<file path="src/rtl/spb_pkg.sv">
// Package: shared constants and the direction encoding for the serial word buffer.
// Assumes a fixed two-entry buffer; word width is a top-level parameter.
package spb_pkg;
    typedef enum logic {
        SPB_RX = 1'b0,
        SPB_TX = 1'b1
    } spb_dir_e;

    localparam int unsigned SPB_DEPTH = 2;
endpackage

</file>
<file path="src/rtl/spb_fifo2.sv">
// Two-entry word buffer, oldest word at the head.
// It does what it is told: when full, a push without a pop overwrites the
// second entry and raises ovf. The caller gates any push it wants dropped.
module spb_fifo2 #(
    parameter int unsigned W = 32
) (
    input  logic         clk,
    input  logic         rst_n,
    input  logic         clr,
    input  logic         push,
    input  logic         pop,
    input  logic [W-1:0] din,
    output logic [W-1:0] head,
    output logic [1:0]   count,
    output logic         ovf
);
    logic [W-1:0] ent0, ent1;
    logic [1:0]   cnt;
    logic         pop_ok;

    // Purpose: a pop only acts on a non-empty buffer; flag a full-buffer overwrite.
    always_comb begin
        pop_ok = pop && (cnt != 2'd0);
        ovf    = push && !pop_ok && (cnt == 2'd2);
    end

    // Purpose: update the entries and the occupancy for push, pop and overwrite.
    always_ff @(posedge clk) begin
        if (!rst_n || clr) begin
            ent0 <= '0;
            ent1 <= '0;
            cnt  <= 2'd0;
        end else if (pop_ok) begin
            if (push) begin
                if (cnt == 2'd2) begin
                    ent0 <= ent1;
                    ent1 <= din;
                end else begin
                    ent0 <= din;
                end
            end else begin
                ent0 <= ent1;
                cnt  <= cnt - 2'd1;
            end
        end else if (push) begin
            case (cnt)
                2'd0:    begin ent0 <= din; cnt <= 2'd1; end
                2'd1:    begin ent1 <= din; cnt <= 2'd2; end
                default: ent1 <= din;
            endcase
        end
    end

    assign head  = ent0;
    assign count = cnt;

    AST_CNT_RANGE: assert property (@(posedge clk) disable iff (!rst_n) cnt != 2'd3);
    AST_HEAD_KEPT_ON_OVERWRITE: assert property (@(posedge clk) disable iff (!rst_n || clr)
        ovf |=> ($stable(ent0) && cnt == 2'd2));
endmodule

</file>
<file path="src/rtl/spb_rx_shift.sv">
// Receive shifter: builds one word MSB first from serial bits.
// A frame sync on a strobe starts a word. done pulses combinationally on the
// strobe carrying the final bit, and word then holds the complete value.
module spb_rx_shift #(
    parameter int unsigned W = 32
) (
    input  logic         clk,
    input  logic         rst_n,
    input  logic         clr,
    input  logic         tick,
    input  logic         fs,
    input  logic         din,
    output logic         done,
    output logic [W-1:0] word
);
    localparam int unsigned BCW = $clog2(W);
    localparam logic [BCW-1:0] LAST = BCW'(W - 1);

    logic [W-2:0]   sh;
    logic [BCW-1:0] bcnt;
    logic           active;

    // Purpose: detect the final bit of the word now being received.
    always_comb begin
        done = tick && !fs && active && (bcnt == LAST);
        word = {sh, din};
    end

    // Purpose: shift in bits, counting from the frame sync to the word end.
    always_ff @(posedge clk) begin
        if (!rst_n || clr) begin
            sh     <= '0;
            bcnt   <= '0;
            active <= 1'b0;
        end else if (tick) begin
            if (fs) begin
                sh     <= {{(W-2){1'b0}}, din};
                bcnt   <= BCW'(1);
                active <= 1'b1;
            end else if (active) begin
                if (bcnt == LAST) begin
                    active <= 1'b0;
                    bcnt   <= '0;
                end else begin
                    sh   <= {sh[W-3:0], din};
                    bcnt <= bcnt + BCW'(1);
                end
            end
        end
    end

    AST_RX_CNT_LIMIT: assert property (@(posedge clk) disable iff (!rst_n)
        !active |-> bcnt == '0);
endmodule

</file>
<file path="src/rtl/spb_tx_shift.sv">
// Transmit shifter: loads a word on a frame-sync strobe and sends it MSB
// first, one bit per later strobe. After the last bit it drives zeros.
module spb_tx_shift #(
    parameter int unsigned W = 32
) (
    input  logic         clk,
    input  logic         rst_n,
    input  logic         clr,
    input  logic         tick,
    input  logic         fs,
    input  logic [W-1:0] load_word,
    output logic         sout
);
    localparam int unsigned BCW = $clog2(W);

    logic [W-1:0]   sh;
    logic [BCW-1:0] rem;

    // Purpose: load on a frame sync, then shift one bit per strobe.
    always_ff @(posedge clk) begin
        if (!rst_n || clr) begin
            sh  <= '0;
            rem <= '0;
        end else if (tick) begin
            if (fs) begin
                sh  <= load_word;
                rem <= BCW'(W - 1);
            end else if (rem != '0) begin
                sh  <= {sh[W-2:0], 1'b0};
                rem <= rem - BCW'(1);
            end else begin
                sh  <= '0;
            end
        end
    end

    assign sout = sh[W-1];

    AST_TX_FIRST_BIT: assert property (@(posedge clk) disable iff (!rst_n || clr)
        (tick && fs) |=> sout == $past(load_word[W-1]));
endmodule

</file>
<file path="src/rtl/serport_buf.sv">
// Top of the serial word buffer. It selects the receive or transmit path,
// shares one two-entry buffer between them, and keeps the sticky
// overflow/underflow flag. It assumes dir_tx changes only while port_en is
// low, and that bit_tick is a single-cycle strobe in the clk domain.
module serport_buf #(
    parameter int unsigned W = 32
) (
    input  logic         clk,
    input  logic         rst_n,
    input  logic         port_en,
    input  logic         dir_tx,
    input  logic         bit_tick,
    input  logic         fsync,
    input  logic         sdata_in,
    output logic         sdata_out,
    input  logic         wr_en,
    input  logic [W-1:0] wr_data,
    input  logic         rd_en,
    output logic [W-1:0] rd_data,
    output logic         buf_not_empty,
    output logic         err_flag
);
    import spb_pkg::*;

    spb_dir_e     dir;
    logic         clr, rx_on, tx_on, tx_fs;
    logic         rx_done;
    logic [W-1:0] rx_word;
    logic         f_push, f_pop, f_ovf;
    logic [W-1:0] f_din, f_head, last_sent, tx_load;
    logic [1:0]   f_cnt;
    logic         unf;

    // Purpose: decode the mode and route the buffer controls for the active path.
    always_comb begin
        dir     = spb_dir_e'(dir_tx);
        clr     = !port_en;
        rx_on   = port_en && (dir == SPB_RX);
        tx_on   = port_en && (dir == SPB_TX);
        tx_fs   = tx_on && bit_tick && fsync;
        f_pop   = rx_on ? rd_en : tx_fs;
        f_push  = rx_on ? rx_done : (tx_on && wr_en && f_cnt != 2'd2);
        f_din   = rx_on ? rx_word : wr_data;
        unf     = tx_fs && (f_cnt == 2'd0);
        tx_load = (f_cnt != 2'd0) ? f_head : last_sent;
    end

    spb_rx_shift #(.W(W)) u_rx (
        .clk   (clk),
        .rst_n (rst_n),
        .clr   (clr || !rx_on),
        .tick  (bit_tick),
        .fs    (fsync),
        .din   (sdata_in),
        .done  (rx_done),
        .word  (rx_word)
    );

    spb_fifo2 #(.W(W)) u_buf (
        .clk   (clk),
        .rst_n (rst_n),
        .clr   (clr),
        .push  (f_push),
        .pop   (f_pop),
        .din   (f_din),
        .head  (f_head),
        .count (f_cnt),
        .ovf   (f_ovf)
    );

    spb_tx_shift #(.W(W)) u_tx (
        .clk       (clk),
        .rst_n     (rst_n),
        .clr       (clr || !tx_on),
        .tick      (bit_tick),
        .fs        (tx_fs),
        .load_word (tx_load),
        .sout      (sdata_out)
    );

    // Purpose: remember the last word sent so an underflow can replay it.
    always_ff @(posedge clk) begin
        if (!rst_n || clr) begin
            last_sent <= '0;
        end else if (tx_fs && f_cnt != 2'd0) begin
            last_sent <= f_head;
        end
    end

    // Purpose: sticky flag, set by an overflow or underflow, cleared only by disable.
    always_ff @(posedge clk) begin
        if (!rst_n || clr) begin
            err_flag <= 1'b0;
        end else if ((rx_on && f_ovf) || unf) begin
            err_flag <= 1'b1;
        end
    end

    assign rd_data       = rx_on ? f_head : '0;
    assign buf_not_empty = rx_on && (f_cnt != 2'd0);

    AST_ERR_STICKY: assert property (@(posedge clk) disable iff (!rst_n)
        (err_flag && port_en) |=> err_flag);
    AST_DISABLE_CLEARS: assert property (@(posedge clk) disable iff (!rst_n)
        !port_en |=> (!err_flag && f_cnt == 2'd0 && !sdata_out));
    AST_OVF_SETS_FLAG: assert property (@(posedge clk) disable iff (!rst_n)
        (rx_on && rx_done && f_cnt == 2'd2 && !rd_en) |=> err_flag);
    AST_UNF_SETS_FLAG: assert property (@(posedge clk) disable iff (!rst_n)
        (tx_fs && f_cnt == 2'd0) |=> err_flag);
    AST_FULL_WRITE_DROPPED: assert property (@(posedge clk) disable iff (!rst_n || !port_en)
        (tx_on && wr_en && f_cnt == 2'd2 && !tx_fs && !err_flag) |=>
        (f_cnt == 2'd2 && $stable(f_head) && !err_flag));
    AST_IRQ_AFTER_WORD: assert property (@(posedge clk) disable iff (!rst_n)
        (rx_on && rx_done) |=> (buf_not_empty || !rx_on));
endmodule

</file>
<file path="config.mk">
export PLATFORM = sky130hd
export DESIGN_NAME = serport_buf
export DESIGN_NICKNAME = d
export VERILOG_FILES = /design/src/rtl/spb_pkg.sv /design/src/rtl/spb_fifo2.sv /design/src/rtl/spb_rx_shift.sv /design/src/rtl/spb_tx_shift.sv /design/src/rtl/serport_buf.sv
export SDC_FILE = /design/constraint.sdc
export NUM_CORES = 1
export LEC_CHECK = 0
export ABC_AREA = 1
export BUFFER_PORTS_ARGS = -buffer_cell sky130_fd_sc_hd__buf_2
export CAP_MARGIN = 20
export CORE_MARGIN = 4
export CORE_UTILIZATION = 56
export DETAILED_ROUTE_END_ITERATION = 10
export HOLD_SLACK_MARGIN = 0.06
export PLACE_DENSITY_LB_ADDON = 0.12
export SLEW_MARGIN = 30
export SYNTH_ARGS = -nofsm -noshare
export SYNTH_HDL_FRONTEND = slang
export SYNTH_SLANG_ARGS = --single-unit
</file>
<file path="constraint.sdc">
create_clock -name clk -period 2.4 [get_ports clk]
set_clock_uncertainty 0.1 [all_clocks]
set_input_delay 0.24 -clock clk [delete_from_list [all_inputs] [get_ports clk]]
set_output_delay 0.24 -clock clk [all_outputs]
set_load 0.1 [all_outputs]
</file>
# Word level (Yosys, flattened, before mapping)
# Index checks and enable logic that the tools add are counted.
[classes]
n_addsub = 3
n_eq_ne = 8
mux = 32
bitwise = 1
n_reduce_logical = 42
[ops]
columns = ["cell", "n"]
rows = [
  ["32-bit two-way mux", 15],
  ["31-bit two-way mux", 3],
  ["5-bit two-way mux", 5],
  ["1-bit logical AND", 16],
  ["2-bit nonzero test", 5],
  ["3-bit AND reduction", 3],
  ["2-bit inequality test, second input constant", 4],
  ["1-bit zero test", 6],
  ["1-bit logical OR", 6],
  ["2-bit two-way mux", 3],
  ["2-bit AND reduction", 3],
  ["5-bit by 1-bit adder with 5-bit output, second input constant", 1],
  ["5-bit == test, second input constant", 1],
  ["1-bit two-way mux", 5],
  ["5-bit nonzero test", 1],
  ["5-bit by 1-bit subtractor with 5-bit output, second input constant", 1],
  ["2-bit case mux with 2 select lines", 1],
  ["3-bit nonzero test", 1],
  ["2-bit by 1-bit == test with 1-bit output, second input constant", 1],
  ["2-bit == test, second input constant", 1],
  ["2-bit zero test", 1],
  ["2-bit by 1-bit inequality test with 1-bit output, second input constant", 1],
  ["2-bit by 1-bit subtractor with 2-bit output, second input constant", 1],
  ["1-bit NOT", 1],
]
[totals]
register_bits = 173
in_bits = 41
out_inout_bits = 35
wordCells = 96

# Logic depth before layout (Yosys ltp)
[depth]
depth_word = 10
mapped_depth = 14
mapped_depth_nobuf = 13

# Modules after synthesis
# A second synthesis with hierarchy kept.
[hier_totals]
hier_cells = 1414
area_unflattened_um2 = 9002.4
[by_module_without_submodules]
columns = ["module", "instances", "cells_each", "area_per_inst_um2", "seq_area_each_um2"]
rows = [
  ["spb_fifo2", 1, 492, 3131.8, 1321.3],
  ["serport_buf", 1, 444, 2437.3, 660.6],
  ["spb_tx_shift", 1, 294, 1979.4, 740.7],
  ["spb_rx_shift", 1, 184, 1453.9, 740.7],
]

# Worst setup path before layout
# Ideal clock, no wire load.
[synth_timing]
kind = "input to output"
from = "input port dir_tx"
to = "output port rd_data[10]"
t_arrival_ns = 2.062
required_time_ns = 2.060
setup_slack_ns = -0.002
stages = 5
path_buffers = 2
cell_sequence = "inv_1 > nand2_1 > buf_2 > clkbuf_1 > nor2_1"
[synth_between]
elab_chain_len = 3
[synth_rtl]
columns = ["element", "line_no", "text"]
rows = [
  ["start, declared", "serport_buf.sv:11", "input logic dir_tx,"],
  ["1-bit NOT", "serport_buf.sv:38", "rx_on = port_en && (dir == SPB_RX);"],
  ["1-bit logical AND", "serport_buf.sv:38", ""],
  ["32-bit two-way mux", "serport_buf.sv:99", "assign rd_data = rx_on ? f_head : '0;"],
  ["end, declared", "serport_buf.sv:19", "output logic [W-1:0] rd_data,"],
]
# No other way between the ends.

# Worst setup path after layout
[layout_timing]
from = "register u_rx.bcnt[1]"
to = "register u_buf.ent1[12]"
[layout_between]
elab_chain_len = 4
[layout_rtl]
columns = ["element", "line_no", "text"]
rows = [
  ["start, declared", "spb_rx_shift.sv:20", "logic [BCW-1:0] bcnt;"],
  ["start signal, assigned", "spb_rx_shift.sv:46", "bcnt <= bcnt + BCW'(1);"],
  ["5-bit == test", "spb_rx_shift.sv:25", "done = tick && !fs && active && (bcnt == LAST);"],
  ["1-bit logical AND", "spb_rx_shift.sv:25", ""],
  ["1-bit two-way mux", "serport_buf.sv:42", "f_push = rx_on ? rx_done : (tx_on && wr_en && f_cnt != 2'd2);"],
  ["3-bit AND reduction (no line)", "--", ""],
  ["end signal, assigned", "spb_fifo2.sv:37", "ent1 <= din;"],
  ["end signal, assigned", "spb_fifo2.sv:49", "default: ent1 <= din;"],
  ["end, declared", "spb_fifo2.sv:17", "logic [W-1:0] ent0, ent1;"],
]
# No other way between the ends.
# A chain may end at the register's enable or synchronous reset.

==> results.md <==
- Outcome: complete, no violations
- H-tree depth: 4
- Crit path required time: 2620 ps
- Clk network pwr share: 44.6%
- Core Rows: 43
- I/O pin cnt: 76
- Leak pwr: 3.43 nW
- Starting Density: 57.0%
- Worst setup SP type: register
- Library cells used by synthesis: 26
- Hold EP: u_buf.ent1[11]$_SDFFE_PP0P_
- VDD IR max: 0.450 mV
- Switching share of power: 24.3%
- Placed Area: 8740 um^2
- FFs w/ async S/R, synth: 0%
- TritonRoute pass-1 iters: 5
- Die height: 127 um
- Part of the power in registers: 47.1%
- Critical Path Fanout Max: 16
- R2R setup slack: 200 ps
- GRT Total Usage: 23.0%
- Final slew viol count: 0
- Clock Sink Count: 173
- Clock Pin Slew Worst Setup and Hold Paths: 70 ps
- Die X: 127 um
- DPL Wire Length: 11.7 mm
- Layout Utilization: 68.9%
- Share of cells above drive strength 1: 15.1%
- Gate power share: 8.3%
- Worst skew pair latency: 420 ps
- FF-to-FF Start: u_rx.bcnt[1]$_SDFFE_PP0P_
- Via density: 5.26
- DRT antenna net count: 0
- Sequential area share after synthesis: 44.0%
- Filler Cell Count: 1178
- Dominant synthesized flop cell: dfxtp_1
- Post-synth EDFFs: 0
- Vias in the first global route: 6368
- R2R depth: 15
- Largest net degree at the start of global routing: 67
- Placer Congestion: 0.790
- Vias: 7441
- #FFs+latches synth: 173
- CTS tree: yes
- Post-Syn Area: 7880 um^2
- Fin crit share: 91.8%
- Final Cell Area: 9520 um^2
- Clock buffer depth: 2
- Total congestion overflow: 0
- Crit end category: register
- Max cap viols: 0
- Internal Pwr Total: 4.70 mW
- Port Buf Inserts: 75
- Die area: 16000 um^2
- Slew HR: 59.4%
- CP arrival: 2420 ps
- Final setup violation count: 0
- Routed wire length: 19.3 mm
- N_diodes: 0
- Worst slew pin tran: 608 ps
- Core Footprint: 13800 um^2
- Drt drc: 0
- TritonCTS buffer count: 17
- Clk Tree Root Cell: clkbuf_16
- Fin nets: 1268
- Final Hold Fails: 0
- First-pass GRT wire length: 30.9 mm
- Syn-to-layout area delta: 20.8%
- Initial antenna violation count: 0
- Routed len/inst: 13.6 um
- Fmax: 454 MHz
- Ys Warns: 0
- Switch Pwr: 1.51 mW
- Avg Inst Size Synth: 6.71 um^2
- Pwr Density: 652 nW/um^2
- Hold Path Class: input port to register
- Syn Nets: 1221
- Iter 0 DRT Violations: 1015
- R2r endpoint: u_buf.ent1[12]$_SDFFE_PP0P_
- Kind of critical path: register to register
- Worst hold start: wr_data[11]
- Period minus WS final: 2200 ps
- Total power: 6.21 mW
- Hold depth: 5
- Cell count after synthesis: 1174
[critical path: stages (launching register included)]
cell	delay, ps
dfxtp_1	350
ha_1	170
nand2_1	70
nor2_1	100
ha_2	210
inv_1	50
nor2_2	90
nand3_1	120
nand2_2	160
o21ai_2	90
nor2_4	120
buf_12	140
buf_12	150
nand2_1	60
nand2_1	70
nor2_1	50
[metrics by stage]
stage	setup slack [ps]	cells	hold WS (ps)	setup TNS, ps
2_1_floorplan	-2.32	1174	309	-69.5
3_3_place_gp	199	1372	347	0
3_5_place_dp	151	1372	352	0
4_1_cts	140	1406	99.2	0
5_1_grt	-20.4	1414	153	-65.1
6_report	197	1414	106	0
[power groups by stage]
stage / sequential [mW] / combinational (mW) / clock (mW)
CTS: 2.92 / 0.492 / 2.80
floorplan: 2.98 / 0.342 / 0
global route: 2.93 / 0.571 / 2.93
finish: 2.92 / 0.514 / 2.77
global placement: 2.99 / 0.483 / 0
detailed placement: 2.99 / 0.486 / 0
[Yosys cell counts (3+ instances only)]
| master | number | area share (%) |
|---|---|---|
| buf_2 | 29 | 1.8 |
| a21oi_1 | 155 | 9.8 |
| ha_1 | 6 | 0.95 |
| nand2_2 | 6 | 0.48 |
| inv_2 | 3 | 0.14 |
| o21ai_0 | 88 | 5.6 |
| nor2_1 | 176 | 8.4 |
| o21ai_1 | 11 | 0.70 |
| or2_2 | 33 | 2.6 |
| dfxtp_1 | 173 | 44 |
| clkbuf_1 | 41 | 2.0 |
| nand3_1 | 42 | 2.7 |
| nand2_1 | 317 | 15 |
| inv_1 | 59 | 2.8 |
| nor2_2 | 3 | 0.24 |
| buf_1 | 3 | 0.14 |
| and3_1 | 16 | 1.3 |
| a211oi_1 | 3 | 0.29 |
[cells in the final DEF, fill, tap and decap left out, types with 2 or more instances in the layout]
cell type / n
a21oi_1: 155
bufinv_16: 2
clkbuf_16: 21
ha_1: 5
dlygate4sd3_1: 2
clkbuf_8: 3
dfxtp_1: 172
buf_4: 15
nand3_1: 42
buf_12: 31
nor2_4: 2
or2_2: 33
inv_1: 59
a211oi_1: 3
o21ai_1: 11
nand2_2: 6
inv_2: 3
buf_6: 2
clkinv_4: 3
o21ai_0: 88
clkinvlp_4: 5
nand2_1: 316
buf_2: 49
nor2_2: 5
nor2_1: 174
and3_1: 16
[layer usage]
layer	vias up	global-route usage, %	part of all wire [%]
met5	-	0	0
met2	226	33.9	44
met3	23	3.62	5.5
met4	0	6.56	1.4
li1	3845	-	-
met1	3347	34.8	49
[how the worst max path moves through the flow]
| stage | start | endpoint | slack [ps] | depth (start not counted) |
|---|---|---|---|---|
| after floorplan | dir_tx | rd_data[10] | -2 | 5 |
| after global placement | u_rx.bcnt[0]$_SDFFE_PP0P_ | u_buf.head[16]$_SDFFE_PP0P_ | 200 | 14 |
| after detailed placement | u_rx.bcnt[0]$_SDFFE_PP0P_ | u_buf.head[7]$_SDFFE_PP0P_ | 150 | 14 |
| after CTS | u_rx.bcnt[0]$_SDFFE_PP0P_ | u_buf.head[30]$_SDFFE_PP0P_ | 140 | 14 |
| after global routing | u_rx.bcnt[1]$_SDFFE_PP0P_ | u_buf.ent1[29]$_SDFFE_PP0P_ | -20 | 15 |
| final | u_rx.bcnt[1]$_SDFFE_PP0P_ | u_buf.ent1[12]$_SDFFE_PP0P_ | 200 | 15 |
[cells by family (layout without fill, tap and decap cells)]
logic type / count (synthesis) / after routing / share of synthesized area, %
compound gates: 260 / 260 / 16.7
xor+xnor: 1 / 1 / 0.111
fa+ha+maj: 6 / 6 / 0.953
buf+inv: 137 / 197 / 7.08
flops: 173 / 173 / 44.0
simple gates: 597 / 597 / 31.2
[what timing repair did]
action                     CTS  global route
hold endpoints to repair     2             0
hold buffers                 2             0
setup endpoints to repair    0            64
resized for setup            0             4
buffers inserted             0             2
[flip-flops by register name, indices dropped and copies added, names as in the netlist, 2 cells and up]
register	cells
last_sent	32
u_buf.ent1	32
u_buf.head	32
u_tx.sh	32
u_rx.sh	31
u_rx.bcnt	5
u_tx.rem	5
u_buf.count	2
[layout make-up]
| type | instances | area (um^2) | share of cell area [%] |
|---|---|---|---|
| multi-input cells | 864 | 3870 | 40.7 |
| flip-flops and latches | 173 | 3460 | 36.4 |
| repair buffers | 103 | 1120 | 11.8 |
| clock buffers | 20 | 467 | 4.90 |
| inverters | 62 | 233 | 2.44 |
| well taps | 180 | 225 | 2.37 |
| clock inverters | 12 | 138 | 1.45 |
(Power assumes the default switching activity.)
